--- src/rtl/gpio_irq_pkg.sv ---
`timescale 1ns/1ps
package gpio_irq_pkg;

  typedef enum logic [2:0] {
    IRQ_LVL_HI = 3'd0,
    IRQ_LVL_LO = 3'd1,
    IRQ_RISE   = 3'd2,
    IRQ_FALL   = 3'd3,
    IRQ_BOTH   = 3'd4
  } irq_kind_e;

  typedef struct packed {
    logic [2:0] kind;
    logic       irq_en;
    logic       buf_en;
    logic       in_en;
    logic       out_en;
  } pin_cfg_t;

  localparam int STAT_WORD = 32;
  localparam int IN_WORD   = 33;
  localparam int OUT_WORD  = 34;

  function automatic logic [31:0] cfg_to_word(pin_cfg_t c);
    return {24'd0, c.kind, 1'b0, c.irq_en, c.buf_en, c.in_en, c.out_en};
  endfunction

  function automatic pin_cfg_t word_to_cfg(logic [31:0] w);
    pin_cfg_t c;
    c.out_en = w[0];
    c.in_en  = w[1];
    c.buf_en = w[2];
    c.irq_en = w[3];
    c.kind   = w[7:5];
    return c;
  endfunction

endpackage

--- src/rtl/gpio_sync.sv ---
`timescale 1ns/1ps
module gpio_sync #(
  parameter int WIDTH = 32
) (
  input  logic             clk_i,
  input  logic             rst_ni,
  input  logic [WIDTH-1:0] d_i,
  output logic [WIDTH-1:0] q_o
);
  logic [WIDTH-1:0] meta_q, sync_q;

  always_ff @(posedge clk_i or negedge rst_ni) begin
    if (!rst_ni) begin
      meta_q <= '0;
      sync_q <= '0;
    end else begin
      meta_q <= d_i;
      sync_q <= meta_q;
    end
  end

  assign q_o = sync_q;
endmodule

--- src/rtl/gpio_evt_det.sv ---
`timescale 1ns/1ps
module gpio_evt_det
  import gpio_irq_pkg::*;
(
  input  logic       clk_i,
  input  logic       rst_ni,
  input  logic       lvl_i,
  input  logic       en_i,
  input  logic [2:0] kind_i,
  output logic       evt_o
);
  logic prev_q;
  logic hit;

  always_ff @(posedge clk_i or negedge rst_ni) begin
    if (!rst_ni) prev_q <= 1'b0;
    else         prev_q <= lvl_i;
  end

  always_comb begin
    case (kind_i)
      IRQ_LVL_HI: hit = lvl_i;
      IRQ_LVL_LO: hit = ~lvl_i;
      IRQ_RISE:   hit = lvl_i & ~prev_q;
      IRQ_FALL:   hit = ~lvl_i & prev_q;
      IRQ_BOTH:   hit = lvl_i ^ prev_q;
      default:    hit = 1'b0;
    endcase
  end

  assign evt_o = en_i & hit;

  // a rising-kind event must follow a real low-to-high step
  a_r6_rise_step: assert property (@(posedge clk_i) disable iff (!rst_ni)
    (kind_i == IRQ_RISE && evt_o) |-> (lvl_i && !$past(lvl_i)));

  // reserved kinds stay silent
  a_r8_reserved_quiet: assert property (@(posedge clk_i) disable iff (!rst_ni)
    (kind_i > 3'd4) |-> !evt_o);
endmodule

--- src/rtl/gpio_irq_ctrl.sv ---
`timescale 1ns/1ps
module gpio_irq_ctrl
  import gpio_irq_pkg::*;
#(
  parameter int NUM_PINS = 32,
  parameter int ADDR_W   = 8
) (
  input  logic                clk_i,
  input  logic                rst_ni,
  input  logic                req_i,
  input  logic                we_i,
  input  logic [ADDR_W-1:0]   addr_i,
  input  logic [31:0]         wdata_i,
  output logic [31:0]         rdata_o,
  input  logic [NUM_PINS-1:0] pad_i,
  output logic [NUM_PINS-1:0] pad_o,
  output logic [NUM_PINS-1:0] pad_oe_o,
  output logic                irq_o
);
  localparam int WORD_W = ADDR_W - 2;

  logic [WORD_W-1:0]   word_idx;
  logic                wr_en, rd_en;
  pin_cfg_t            cfg_q [NUM_PINS];
  logic [NUM_PINS-1:0] out_q, pend_q, sync_w, in_vis, evt, clr, irq_en_vec;
  logic [31:0]         rd_mux, rdata_q;

  assign word_idx = addr_i[ADDR_W-1:2];
  assign wr_en    = req_i & we_i;
  assign rd_en    = req_i & ~we_i;

  gpio_sync #(.WIDTH(NUM_PINS)) u_sync (
    .clk_i (clk_i),
    .rst_ni(rst_ni),
    .d_i   (pad_i),
    .q_o   (sync_w)
  );

  // config and output data registers
  always_ff @(posedge clk_i or negedge rst_ni) begin
    if (!rst_ni) begin
      for (int k = 0; k < NUM_PINS; k++) cfg_q[k] <= '0;
      out_q <= '0;
    end else if (wr_en) begin
      for (int k = 0; k < NUM_PINS; k++)
        if (word_idx == WORD_W'(k)) cfg_q[k] <= word_to_cfg(wdata_i);
      if (word_idx == WORD_W'(OUT_WORD)) out_q <= wdata_i[NUM_PINS-1:0];
    end
  end

  always_comb begin
    for (int k = 0; k < NUM_PINS; k++) begin
      in_vis[k]     = sync_w[k] & cfg_q[k].in_en;
      pad_oe_o[k]   = cfg_q[k].out_en & cfg_q[k].buf_en;
      irq_en_vec[k] = cfg_q[k].irq_en;
    end
  end

  assign pad_o = out_q;

  generate
    for (genvar i = 0; i < NUM_PINS; i++) begin : g_pin
      gpio_evt_det u_det (
        .clk_i (clk_i),
        .rst_ni(rst_ni),
        .lvl_i (sync_w[i]),
        .en_i  (cfg_q[i].in_en),
        .kind_i(cfg_q[i].kind),
        .evt_o (evt[i])
      );

      // plain clear empties the bit
      a_r9_clear_empties: assert property (@(posedge clk_i) disable iff (!rst_ni)
        (clr[i] && !evt[i]) |=> !pend_q[i]);

      // an event always leaves the bit set, even against a clear
      a_r9_event_wins: assert property (@(posedge clk_i) disable iff (!rst_ni)
        evt[i] |=> pend_q[i]);
    end
  endgenerate

  // write-one-to-clear pending; a new event has priority
  assign clr = (wr_en && word_idx == WORD_W'(STAT_WORD)) ? wdata_i[NUM_PINS-1:0] : '0;

  always_ff @(posedge clk_i or negedge rst_ni) begin
    if (!rst_ni) pend_q <= '0;
    else         pend_q <= (pend_q & ~clr) | evt;
  end

  assign irq_o = |(pend_q & irq_en_vec);

  always_comb begin
    rd_mux = '0;
    for (int k = 0; k < NUM_PINS; k++)
      if (word_idx == WORD_W'(k)) rd_mux = cfg_to_word(cfg_q[k]);
    if (word_idx == WORD_W'(STAT_WORD)) rd_mux = 32'(pend_q);
    if (word_idx == WORD_W'(IN_WORD))   rd_mux = 32'(in_vis);
    if (word_idx == WORD_W'(OUT_WORD))  rd_mux = 32'(out_q);
  end

  always_ff @(posedge clk_i or negedge rst_ni) begin
    if (!rst_ni)    rdata_q <= '0;
    else if (rd_en) rdata_q <= rd_mux;
  end

  assign rdata_o = rdata_q;

  // read data holds between reads
  a_r3_rdata_hold: assert property (@(posedge clk_i) disable iff (!rst_ni)
    !rd_en |=> $stable(rdata_o));
endmodule

--- config.mk ---
export PLATFORM = sky130hd
export DESIGN_NAME = gpio_irq_ctrl
export DESIGN_NICKNAME = d
export VERILOG_FILES = /design/src/rtl/gpio_irq_pkg.sv /design/src/rtl/gpio_sync.sv /design/src/rtl/gpio_evt_det.sv /design/src/rtl/gpio_irq_ctrl.sv
export SDC_FILE = /design/constraint.sdc
export NUM_CORES = 1
export LEC_CHECK = 0
export BUFFER_PORTS_ARGS = -buffer_cell sky130_fd_sc_hd__buf_4
export CAP_MARGIN = 20
export CORE_MARGIN = 8
export CORE_UTILIZATION = 60
export CTS_CLUSTER_DIAMETER = 30
export DETAILED_ROUTE_END_ITERATION = 16
export PLACE_DENSITY = 0.9
export SETUP_SLACK_MARGIN = 0.02
export SLEW_MARGIN = 10
export SYNTH_ARGS = -nofsm -noshare
export SYNTH_HDL_FRONTEND = slang
export SYNTH_HIERARCHICAL = 1
export SYNTH_SLANG_ARGS = --single-unit
--- constraint.sdc ---
create_clock -name clk_i -period 2.1 [get_ports clk_i]
set_input_delay 0.21 -clock clk_i [delete_from_list [all_inputs] [get_ports clk_i]]
set_output_delay 0.21 -clock clk_i [all_outputs]
set_load 0.01 [all_outputs]
==> results by group <==
Synth
  • Area leader, netlist: dfrtp_1
  • Seq cells post-synth: 416
  • Syn_area_per_cell: 11.5 um^2
  • Most used DFF post-synth: dfrtp_1
  • Top cells by count, synth: dfrtp_1 (416), mux2_2 (268), nand2_1 (119)
  • Synth cell types: 79
  • Post-synth EDFFs: 0
  • Register area share after synthesis: 49.4%
  • Yosys warns: 6
  • Count leader, synth: dfrtp_1
  • Synth Instances: 1829
  • Share of the synthesized area in the top cell type: 49.4%
  • Async S/R FF share, synth: 100%
  • Ranking of synthesized cells by area: dfrtp_1 (49%), mux2_2 (14%), ha_1 (3.8%), mux2i_1 (2.5%), nand2_1 (2.1%)
  • Syn Nets: 1969
  • Syn Std Cell Area: 0.0211 mm^2

Routing
  • DR top layer: met4
  • DRC Markers: 0
  • WL/cell: 31.1 um
  • Vias: 19200
  • WL met1: 32100 um
  • Met2 wire length: 40100 um
  • WL met3: 11000 um
  • Vias per cell: 6.80
  • Drt total wl: 88100 um
  • Antenna viol nets, final: 0
  • Initial DRC count: 2561
  • Drt first pass iters: 6

STA
  • Clk_skew: 0.0293 ns
  • Final worst slack: -0.522 ns
  • Fmax achieved: 0.381 GHz
  • Final period util: 125%
  • Minimum clock period: 2.62 ns
  • Measured slew at the worst slew-check pin: 0.654 ns
  • Final Hold Viols: 0
  • Unrepaired setup endpoints after global routing: true
  • Setup_tns: -0.522 ns
  • Final setup violating endpoints: 1
  • Rel. slew slack: 56.3%
  • Slew Limit Fails: 0
  • Final Hold Slack: 0.111 ns

Placement
  • GPL Wtd Cong: 1.03
  • Port Buffers: 170
  • Dpl hpwl: 55700 um

Run status
  • Status: complete, but fails checks
  • Failing checks: negative setup slack

Critical path
  • CP max stage delay: 0.63 ns
  • CP Depth: 4
  • CP Cell Sequence: a22oi_2 -> nand4_1 -> or4_4 -> buf_6
  • Buffers & Inverters on Critical Path: 1
  • Required @ worst endpoint: 1.89 ns
  • R2R depth: 6
  • Slowest CP cell: or4_4
  • CP Data Arrival Time: 2.41 ns
  • Crit. End Element: output port
  • CP max FO: 3
  • Largest delay contributor family on the critical path: simple AND/OR/NAND/NOR gates
  • Worst setup path class: flop to output port
  • Startpoint types: flop

Power
  • VDD IR max: 0.945 mV
  • Tot Pwr: 28.2 mW
  • Lkg Pwr: 13.4 nW
  • PD cells: 989 mW/mm^2

Floorplanning
  • Row count: 68
  • Die width: 203 um
  • Initial Utilization: 61.0%
  • Core area: 0.0345 mm^2
  • Full die area: 0.0413 mm^2
  • Io pins: 173
  • Die Ht: 203 um

Layout
  • Nets@finish: 2444
  • Multi-input logic area: 0.00998 mm^2
  • Register area: 0.0104 mm^2
  • Ant diodes: 0
  • Area Growth Syn to Fin: 35.6%
  • Fillers: 1762
  • Share of layout cells above drive strength 1: 39.1%

Clocking
  • TritonCTS Buffers: 86
  • TritonCTS clock tree: built
  • Clk slew on worst S/H paths: 0.05 ns
  • Clock sink count: 416
  • Maximum clock insertion buffer count: 3
  • H-tree levels: 3
  • Worst skew pair latency: 0.64 ns
  • CTS Root Cell: clkbuf_16

Worst hold path
  • Min-Delay Path Class: input port to flop
  • Hold Crit Depth: 3

Global routing
  • Largest net degree at the start of global routing: 57
  • First-pass GRT wire length: 131000 um
  • Vias in the first global route: 20400
  • Gr ovfl total: 0
  • Total GRT Usage: 42.1%
  • Initial antenna violation count: 0

Flow run
  • Max-cap viol count: 0
## worst paths after layout
path,startpoint,endpoint,slack (ns)
setup / recovery,cfg_q[171]$_DFFE_PN0P_,irq_o,-0.52
hold / removal,wdata_i[3],cfg_q[143]$_DFFE_PN0P_,0.11
setup reg to reg,cfg_q[199]$_DFFE_PN0P_,rdata_o[3]$_DFFE_PN0P_,0.03
hold reg to reg,u_sync/meta_q[9]$_DFF_PN0_,u_sync/q_o[9]$_DFF_PN0_,0.34
max in group asynchronous,rst_ni,cfg_q[114]$_DFFE_PN0P_,1.09
min in group asynchronous,rst_ni,cfg_q[197]$_DFFE_PN0P_,0.14
## flip-flops by register name (all words and copies together), names as in the netlist
register / count
pad_o: 32
g_pin.u_det/prev_q: 32
rdata_o: 32
u_sync/meta_q: 32
pend_q: 32
u_sync/q_o: 32
cfg_q: 224
## power breakdown
group | switching (mW) | internal, mW
Clock | 4.89 | 9.95
Combinational | 1.68 | 1.59
Sequential | 1.27 | 8.85
## layer usage
metal  GRT usage (%)  up-vias
li1                -     7716
met1            52.7     9519
met2            65.3     1603
met3            12.8      410
met4            22.4        0
met5               0        -
## placed cells by master (no fill, tap or decap), types with 7 or more instances in the layout
cell type | netlist | layout
a211oi_1 | 11 | 11
a21o_1 | 36 | 36
a21oi_1 | 76 | 75
a22oi_1 | 17 | 15
a31oi_1 | 19 | 18
a32o_1 | 26 | 25
and2_1 | 34 | 34
buf_12 | 0 | 23
buf_4 | 9 | 410
bufinv_16 | 0 | 14
clkbuf_1 | 54 | 8
clkbuf_16 | 0 | 88
clkbuf_8 | 0 | 14
clkinv_2 | 0 | 10
clkinv_4 | 0 | 10
dfrtp_1 | 416 | 412
dlygate4sd3_1 | 0 | 58
ha_1 | 64 | 64
inv_1 | 71 | 71
inv_6 | 0 | 7
mux2_2 | 268 | 268
mux2i_1 | 52 | 52
nand2_1 | 119 | 117
nand3_1 | 22 | 20
nor2_1 | 56 | 54
nor2_2 | 21 | 20
nor2b_1 | 10 | 10
nor3_1 | 46 | 46
nor3b_1 | 34 | 34
nor4b_1 | 33 | 32
o21ai_0 | 76 | 73
o21ai_1 | 5 | 7
o221ai_1 | 10 | 10
o22ai_1 | 23 | 23
o31a_1 | 32 | 32
xnor2_1 | 32 | 32
## cells by family after synthesis
group | after synthesis | synth area share, %
and+or+nand+nor | 419 | 11.3
DFF | 416 | 49.4
AOI/OAI and AO/OA | 396 | 13.1
muxes | 325 | 17.3
buffers and inverters | 177 | 3.68
adders and majority gates | 64 | 3.80
xor gates and xnor gates | 32 | 1.33
## per-stage QoR
stage               setup slack, ns  utilization, %  std cells  cell area, um^2
global placement             -0.283            71.5       2613            24700
detailed placement           -0.286            71.5       2613            24700
CTS                          -0.431            82.5       2831            28500
finish                       -0.522            82.6       2831            28500
global route                 -0.515            82.6       2831            28500
floorplan                     0.116               -       1829            21100
## worst register-to-register path: cells and delay by family, from the launching register on
family             cells  cell delay, ns
AOI/OAI and AO/OA      5            0.96
DFF                    1            0.46
muxes                  1            0.54
## what timing repair did
action | in CTS | in global routing
hold buffers | 58 | 0
gates resized for setup | 13 | 11
endpoints found under the hold margin | 126 | 0
setup endpoints to repair | 3 | 7
buffers inserted | 0 | 1
pin swaps | 7 | 9
## cell type report
type	count	share of cell area (%)
clock buffer	110	8.50
clock inverter	50	2.59
inverter	71	0.934
multi-input combinational	1236	35.0
sequential	416	36.5
tap	455	1.99
timing repair buffer	493	14.5
(Power assumes the default switching activity.)
